**config.mk**
```make
export PLATFORM = sky130hd
export DESIGN_NAME = scl_rate_gen
export DESIGN_NICKNAME = d
export VERILOG_FILES = /design/src/rtl/scl_gen_pkg.sv /design/src/rtl/scl_tick_div.sv /design/src/rtl/scl_line_sync.sv /design/src/rtl/scl_phase_ctl.sv /design/src/rtl/scl_rate_gen.sv
export SDC_FILE = /design/constraint.sdc
export NUM_CORES = 1
export LEC_CHECK = 0
export BUFFER_PORTS_ARGS = -buffer_cell sky130_fd_sc_hd__buf_2
export CORE_MARGIN = 10
export CORE_UTILIZATION = 45
export CTS_CLUSTER_DIAMETER = 80
export DETAILED_ROUTE_END_ITERATION = 12
export PLACE_DENSITY = 0.67
export SETUP_SLACK_MARGIN = 0.02
export SLEW_MARGIN = 25
export SYNTH_ARGS = -nofsm -noshare
export SYNTH_HDL_FRONTEND = slang
export SYNTH_HIERARCHICAL = 1
export SYNTH_SLANG_ARGS = --single-unit
```
**constraint.sdc**
```tcl
create_clock -name clk -period 3.8 [get_ports clk]
set_input_delay 0 -clock clk [delete_from_list [all_inputs] [get_ports clk]]
set_output_delay 0 -clock clk [all_outputs]
set_load 0.05 [all_outputs]
```
**src/rtl/scl_gen_pkg.sv**
```systemverilog
package scl_gen_pkg;
  typedef enum logic [1:0] {
    PH_IDLE = 2'd0,
    PH_LOW  = 2'd1,
    PH_WAIT = 2'd2,
    PH_HIGH = 2'd3
  } phase_e;
endpackage

```
**src/rtl/scl_tick_div.sv**
```systemverilog
// Divides the functional clock into the internal sampling tick.
module scl_tick_div #(
  parameter int PSC_W = 8
) (
  input  logic             clk,
  input  logic             rst,
  input  logic             clr_i,
  input  logic [PSC_W-1:0] psc_i,
  output logic             tick_o
);
  logic [PSC_W-1:0] pcnt;

  assign tick_o = (pcnt == psc_i);

  always_ff @(posedge clk) begin
    if (rst || clr_i)        pcnt <= '0;
    else if (pcnt == psc_i)  pcnt <= '0;
    else                     pcnt <= pcnt + 1'b1;
  end
endmodule

```
**src/rtl/scl_line_sync.sv**
```systemverilog
// Multi-flop synchronizer for the sampled SCL line.
module scl_line_sync #(
  parameter int STAGES = 2
) (
  input  logic clk,
  input  logic rst,
  input  logic d_i,
  output logic q_o
);
  logic [STAGES-1:0] chain;

  generate
    for (genvar g = 0; g < STAGES; g++) begin : g_stage
      if (g == 0) begin : g_first
        always_ff @(posedge clk) begin
          if (rst) chain[g] <= 1'b0;
          else     chain[g] <= d_i;
        end
      end else begin : g_next
        always_ff @(posedge clk) begin
          if (rst) chain[g] <= 1'b0;
          else     chain[g] <= chain[g-1];
        end
      end
    end
  endgenerate

  assign q_o = chain[STAGES-1];
endmodule

```
**src/rtl/scl_phase_ctl.sv**
```systemverilog
// Phase sequencer: low, wait-for-line, high, with tick-based counting.
module scl_phase_ctl
  import scl_gen_pkg::*;
#(
  parameter int CNT_W = 9
) (
  input  logic             clk,
  input  logic             rst,
  input  logic             en_i,
  input  logic             run_i,
  input  logic             line_hi_i,
  input  logic             tick_i,
  input  logic [CNT_W-1:0] low_lim_i,
  input  logic [CNT_W-1:0] high_lim_i,
  output logic             clr_o,
  output logic             drive_low_o,
  output logic             fall_o,
  output logic             rise_o,
  output logic             stretch_o
);
  phase_e           state, nxt;
  logic [CNT_W-1:0] ph_cnt;
  logic             low_done, high_done, phase_done;

  assign low_done   = (state == PH_LOW)  && tick_i && (ph_cnt == low_lim_i  - 1'b1);
  assign high_done  = (state == PH_HIGH) && tick_i && (ph_cnt == high_lim_i - 1'b1);
  assign phase_done = low_done || high_done;

  assign clr_o = !en_i || (state == PH_IDLE) || (state == PH_WAIT) || phase_done;

  always_comb begin
    nxt = state;
    if (!en_i) begin
      nxt = PH_IDLE;
    end else begin
      unique case (state)
        PH_IDLE: if (run_i)     nxt = PH_LOW;
        PH_LOW:  if (low_done)  nxt = PH_WAIT;
        PH_WAIT: if (line_hi_i) nxt = PH_HIGH;
        PH_HIGH: if (high_done) nxt = run_i ? PH_LOW : PH_IDLE;
        default:                nxt = PH_IDLE;
      endcase
    end
  end

  always_ff @(posedge clk) begin
    if (rst) begin
      state       <= PH_IDLE;
      ph_cnt      <= '0;
      drive_low_o <= 1'b0;
      fall_o      <= 1'b0;
      rise_o      <= 1'b0;
      stretch_o   <= 1'b0;
    end else begin
      state       <= nxt;
      drive_low_o <= (nxt == PH_LOW);
      fall_o      <= (nxt == PH_LOW)  && (state != PH_LOW);
      rise_o      <= (nxt == PH_HIGH) && (state != PH_HIGH);
      stretch_o   <= (nxt == PH_WAIT);
      if (nxt != state || !en_i) ph_cnt <= '0;
      else if (tick_i && (state == PH_LOW || state == PH_HIGH))
        ph_cnt <= ph_cnt + 1'b1;
    end
  end
endmodule

```
**src/rtl/scl_rate_gen.sv**
```systemverilog
// Top: latches timing while disabled and wires divider, sync and sequencer.
module scl_rate_gen #(
  parameter int PSC_W       = 8,
  parameter int CFG_W       = 8,
  parameter int LOW_OFS     = 7,
  parameter int HIGH_OFS    = 5,
  parameter int SYNC_STAGES = 2
) (
  input  logic               clk,
  input  logic               rst,
  input  logic               enable_i,
  input  logic               hs_mode_i,
  input  logic               run_i,
  input  logic [PSC_W-1:0]   presc_i,
  input  logic [2*CFG_W-1:0] low_cfg_i,
  input  logic [2*CFG_W-1:0] high_cfg_i,
  input  logic               scl_in_i,
  output logic               scl_drive_low_o,
  output logic               fall_o,
  output logic               rise_o,
  output logic               stretch_o
);
  localparam int CFG_TOT = 2 * CFG_W;
  localparam int CNT_W   = $clog2((1 << CFG_W) + LOW_OFS + HIGH_OFS);

  logic [PSC_W-1:0]   psc_q;
  logic [CFG_TOT-1:0] low_q, high_q;
  logic               hs_q;
  logic [CFG_W-1:0]   low_sel, high_sel;
  logic [CNT_W-1:0]   low_lim, high_lim;
  logic               tick, clr, line_hi;

  // Settings follow the inputs only while disabled.
  always_ff @(posedge clk) begin
    if (rst) begin
      psc_q  <= '0;
      low_q  <= '0;
      high_q <= '0;
      hs_q   <= 1'b0;
    end else if (!enable_i) begin
      psc_q  <= presc_i;
      low_q  <= low_cfg_i;
      high_q <= high_cfg_i;
      hs_q   <= hs_mode_i;
    end
  end

  assign low_sel  = hs_q ? low_q[CFG_TOT-1:CFG_W]  : low_q[CFG_W-1:0];
  assign high_sel = hs_q ? high_q[CFG_TOT-1:CFG_W] : high_q[CFG_W-1:0];
  assign low_lim  = CNT_W'(low_sel)  + CNT_W'(LOW_OFS);
  assign high_lim = CNT_W'(high_sel) + CNT_W'(HIGH_OFS);

  scl_tick_div #(.PSC_W(PSC_W)) u_div (
    .clk    (clk),
    .rst    (rst),
    .clr_i  (clr),
    .psc_i  (psc_q),
    .tick_o (tick)
  );

  scl_line_sync #(.STAGES(SYNC_STAGES)) u_sync (
    .clk (clk),
    .rst (rst),
    .d_i (scl_in_i),
    .q_o (line_hi)
  );

  scl_phase_ctl #(.CNT_W(CNT_W)) u_ctl (
    .clk         (clk),
    .rst         (rst),
    .en_i        (enable_i),
    .run_i       (run_i),
    .line_hi_i   (line_hi),
    .tick_i      (tick),
    .low_lim_i   (low_lim),
    .high_lim_i  (high_lim),
    .clr_o       (clr),
    .drive_low_o (scl_drive_low_o),
    .fall_o      (fall_o),
    .rise_o      (rise_o),
    .stretch_o   (stretch_o)
  );
endmodule

```
==> impl_results.md <==
- Status: finished clean
- Final setup fails: 0
- Grt ovf: 0
- Placed cells: 567
- Die H: 113 um
- Tot GR Track Use: 0.141
- Clk sinks: 66
- Syn Nets: 479
- WP data arrival: 3810 ps
- Cells after synthesis: 427
- H-tree levels: 3
- Largest area contributor in the netlist: dfxtp_1
- Area of the mapped netlist: 0.00393 sq mm
- FF+latch count, synth: 66
- Pre-antenna DRT Iters: 4
- Ys async rst share: 0
- Top-Level Pins: 50
- Unrepaired setup endpoints after global routing: true
- Post-Route WL: 9160 um
- Synth top area share: 0.337
- Num CTS Buffers: 9
- Most Crowded Layer GR: met2
- Remaining DRCs: 0
- Fmax: 281 MHz
- CTS tree: built
- Number of DRC markers in iteration 0: 145
- Pleak: 2.00 nW
- EDFF count, synth: 0
- Max Slew Vio Count: 0
- PwrDens: 354 mW/mm^2
- GPL Wtd Cong: 0.843
- M1 GR Usage: 0.168
- Skew-Pair Late Insertion Delay: 350 ps
- Final net count: 567
- Remaining antenna violation count after routing: 0
- Largest cells by area after synthesis: dfxtp_1, mux2i_1, xnor2_1
- Final critical-path required period: 3550 ps
- Syn avg cell area: 9.19 sq um
- Die ar.: 0.0129 sq mm
- Max-cap check violation count: 0
- Ratio of cells with drive above 1 in the final layout: 0.213
- DP HPWL: 6550 um
- Final Hold Fails: 0
- Worst-Margin Slew: 798 ps
- Cell Count, Final, Fillers Out: 628
- Root Driver: clkbuf_8
- Core footprint: 0.00859 sq mm
- Max rail drop VDD: 0.214 mV
- Area Overhead vs Synth: 26.3%
- Cell variety after synth: 65
- Global-route wire length before repair: 15200 um
- CP max FO: 8
- M2 GR Usage: 0.240
- Met3 Use GR: 0.0315
- Via count: 3328
- Number of global-route vias before repair: 3258
- Min-delay worst type: input port to flip-flop
- Power, Total: 1.75 mW
- Die Width: 113 um
- Antenna violations before repair: 0
- Crit start category: flip-flop
- Dpl ws: 2.34 ps
- # rows: 34
- Largest net degree at the start of global routing: 46
- Rel. slew slack: 0.468
- CP required: 4050 ps
- DR WL/cell: 14.6 um
- Worst Skew: 12.9 ps
- CTS max path bufs: 2
- Starting Density: 0.457
- Critical path endpoint category: flip-flop
- Setup CP Type: flip-flop to flip-flop
- Final setup margin: 248 ps
- Fin crit share: 0.935
- PortBufs: 49
- Clk slew on worst S/H paths: 80 ps
- Final core utilization: 0.577
- Via density: 5.30
- Antenna diodes: 0
- Synth warn: 6
- Register area share after synthesis: 0.337
- Ys flop type: dfxtp_1
[critical path: stages (launching register included)]
cell	delay, ps
dfxtp_4	410
mux2i_1	260
inv_1	70
ha_1	240
o211ai_1	170
o21ai_1	120
nand2_1	110
xor2_1	340
nand2b_1	160
o21ai_0	90
a41oi_1	230
and2_1	310
o32ai_4	130
or2_1	210
or2_2	370
a221oi_1	240
[per-layer routing]
metal / routed length (um) / part of all wire
met1: 4080 / 0.45
met2: 4600 / 0.50
met3: 372 / 0.041
met4: 107 / 0.012
met5: 0 / 0
[sequential cells by signal, summed over array words and instances (netlist names)]
register,flops
u_sync/q_o,1
u_ctl/stretch_o,1
u_div/pcnt,8
u_ctl/fall_o,1
u_ctl/state,2
u_ctl/ph_cnt,9
hs_q,1
u_ctl/drive_low_o,1
high_q,16
low_q,16
u_sync/chain,1
u_ctl/rise_o,1
psc_q,8
[cells in the final DEF, fill, tap and decap left out, types with 3 or more instances in the layout]
master,synthesis,layout
clkbuf_8,1,11
nand2b_1,3,3
nor4_1,8,8
o21ai_0,11,11
buf_2,4,49
nand3_1,12,12
a32o_1,3,3
ha_1,6,6
inv_1,10,10
or3_1,9,9
dfxtp_1,66,65
nand2_1,18,18
nor3_1,7,6
a21oi_1,9,9
nand3b_1,3,3
o211ai_1,3,3
and2_1,5,4
xnor2_1,29,27
mux2i_1,51,50
nor2b_1,8,8
a221oi_1,3,3
nand3_2,3,3
a211oi_1,7,7
xor2_1,21,20
dlygate4sd3_1,0,43
buf_4,0,11
a31oi_1,4,3
and2b_2,4,4
a211oi_2,3,3
nor2_1,52,52
[worst paths after layout]
path	startpoint	to	slack [ps]	cells past startpoint
setup reg to reg	hs_q	u_div/pcnt[7]	250	15
setup / recovery	hs_q	u_div/pcnt[7]	250	15
hold reg to reg	u_sync/chain[0]	u_sync/q_o	450	1
hold / removal	enable_i	u_ctl/state[0]	170	5
[stage by stage]
| stage | setup TNS [ps] | hold slack (ps) | area [sq um] |
|---|---|---|---|
| 2_1_floorplan | 0 | 71.6 | 3960 |
| 3_3_place_gp | 0 | 223 | 4240 |
| 3_5_place_dp | 0 | 233 | 4240 |
| 4_1_cts | 0 | 162 | 4900 |
| 5_1_grt | -29.7 | 235 | 4960 |
| 6_report | 0 | 170 | 4960 |
[synth_stat cells, types with 3 or more instances]
library cell  count
dfxtp_1          66
nor2_1           52
mux2i_1          51
xnor2_1          29
xor2_1           21
nand2_1          18
clkbuf_1         13
nand3_1          12
o21ai_0          11
inv_1            10
a21oi_1           9
or3_1             9
nor2b_1           8
nor4_1            8
a211oi_1          7
nor3_1            7
ha_1              6
and2_1            5
a31oi_1           4
and2b_2           4
buf_2             4
a211oi_2          3
a221oi_1          3
a32o_1            3
nand2b_1          3
nand3_2           3
nand3b_1          3
o211ai_1          3
[logic make-up (layout without fill, tap and decap cells)]
kind of cell | count (synthesis) | after routing | share of synthesized area
AOI/OAI and AO/OA | 60 | 60 | 0.117
xor gates and xnor gates | 50 | 50 | 0.112
adders and majority gates | 6 | 6 | 0.0191
buffers and inverters | 37 | 130 | 0.0520
DFF | 66 | 66 | 0.337
muxes | 55 | 55 | 0.145
and+or+nand+nor | 153 | 153 | 0.219
[report_power, final]
group	switching (mW)	total (mW)	internal [mW]	leakage [nW]
registers	0.0288	0.749	0.720	0.542
logic	0.162	0.326	0.164	1.34
clock network	0.273	0.678	0.406	0.117
total	0.463	1.75	1.29	2.00
[repair_timing]
| item | in CTS | in global routing |
|---|---|---|
| setup endpoints to repair | 5 | 8 |
| endpoints found under the hold margin | 44 | 0 |
| buffers inserted | 0 | 2 |
| pin swaps | 0 | 1 |
| cloned | 0 | 0 |
| resized for setup | 1 | 7 |
| hold buffers | 43 | 0 |
[area by class of cell]
type	instances	area, sq um
clock buffers	12	155
clock inverters	4	73.8
fillers	741	3640
inverters	11	41.3
multi-input cells	324	2470
flip-flops and latches	66	1330
well taps	108	135
repair buffers	103	758
Note: power is estimated with default switching activity, not from simulation.
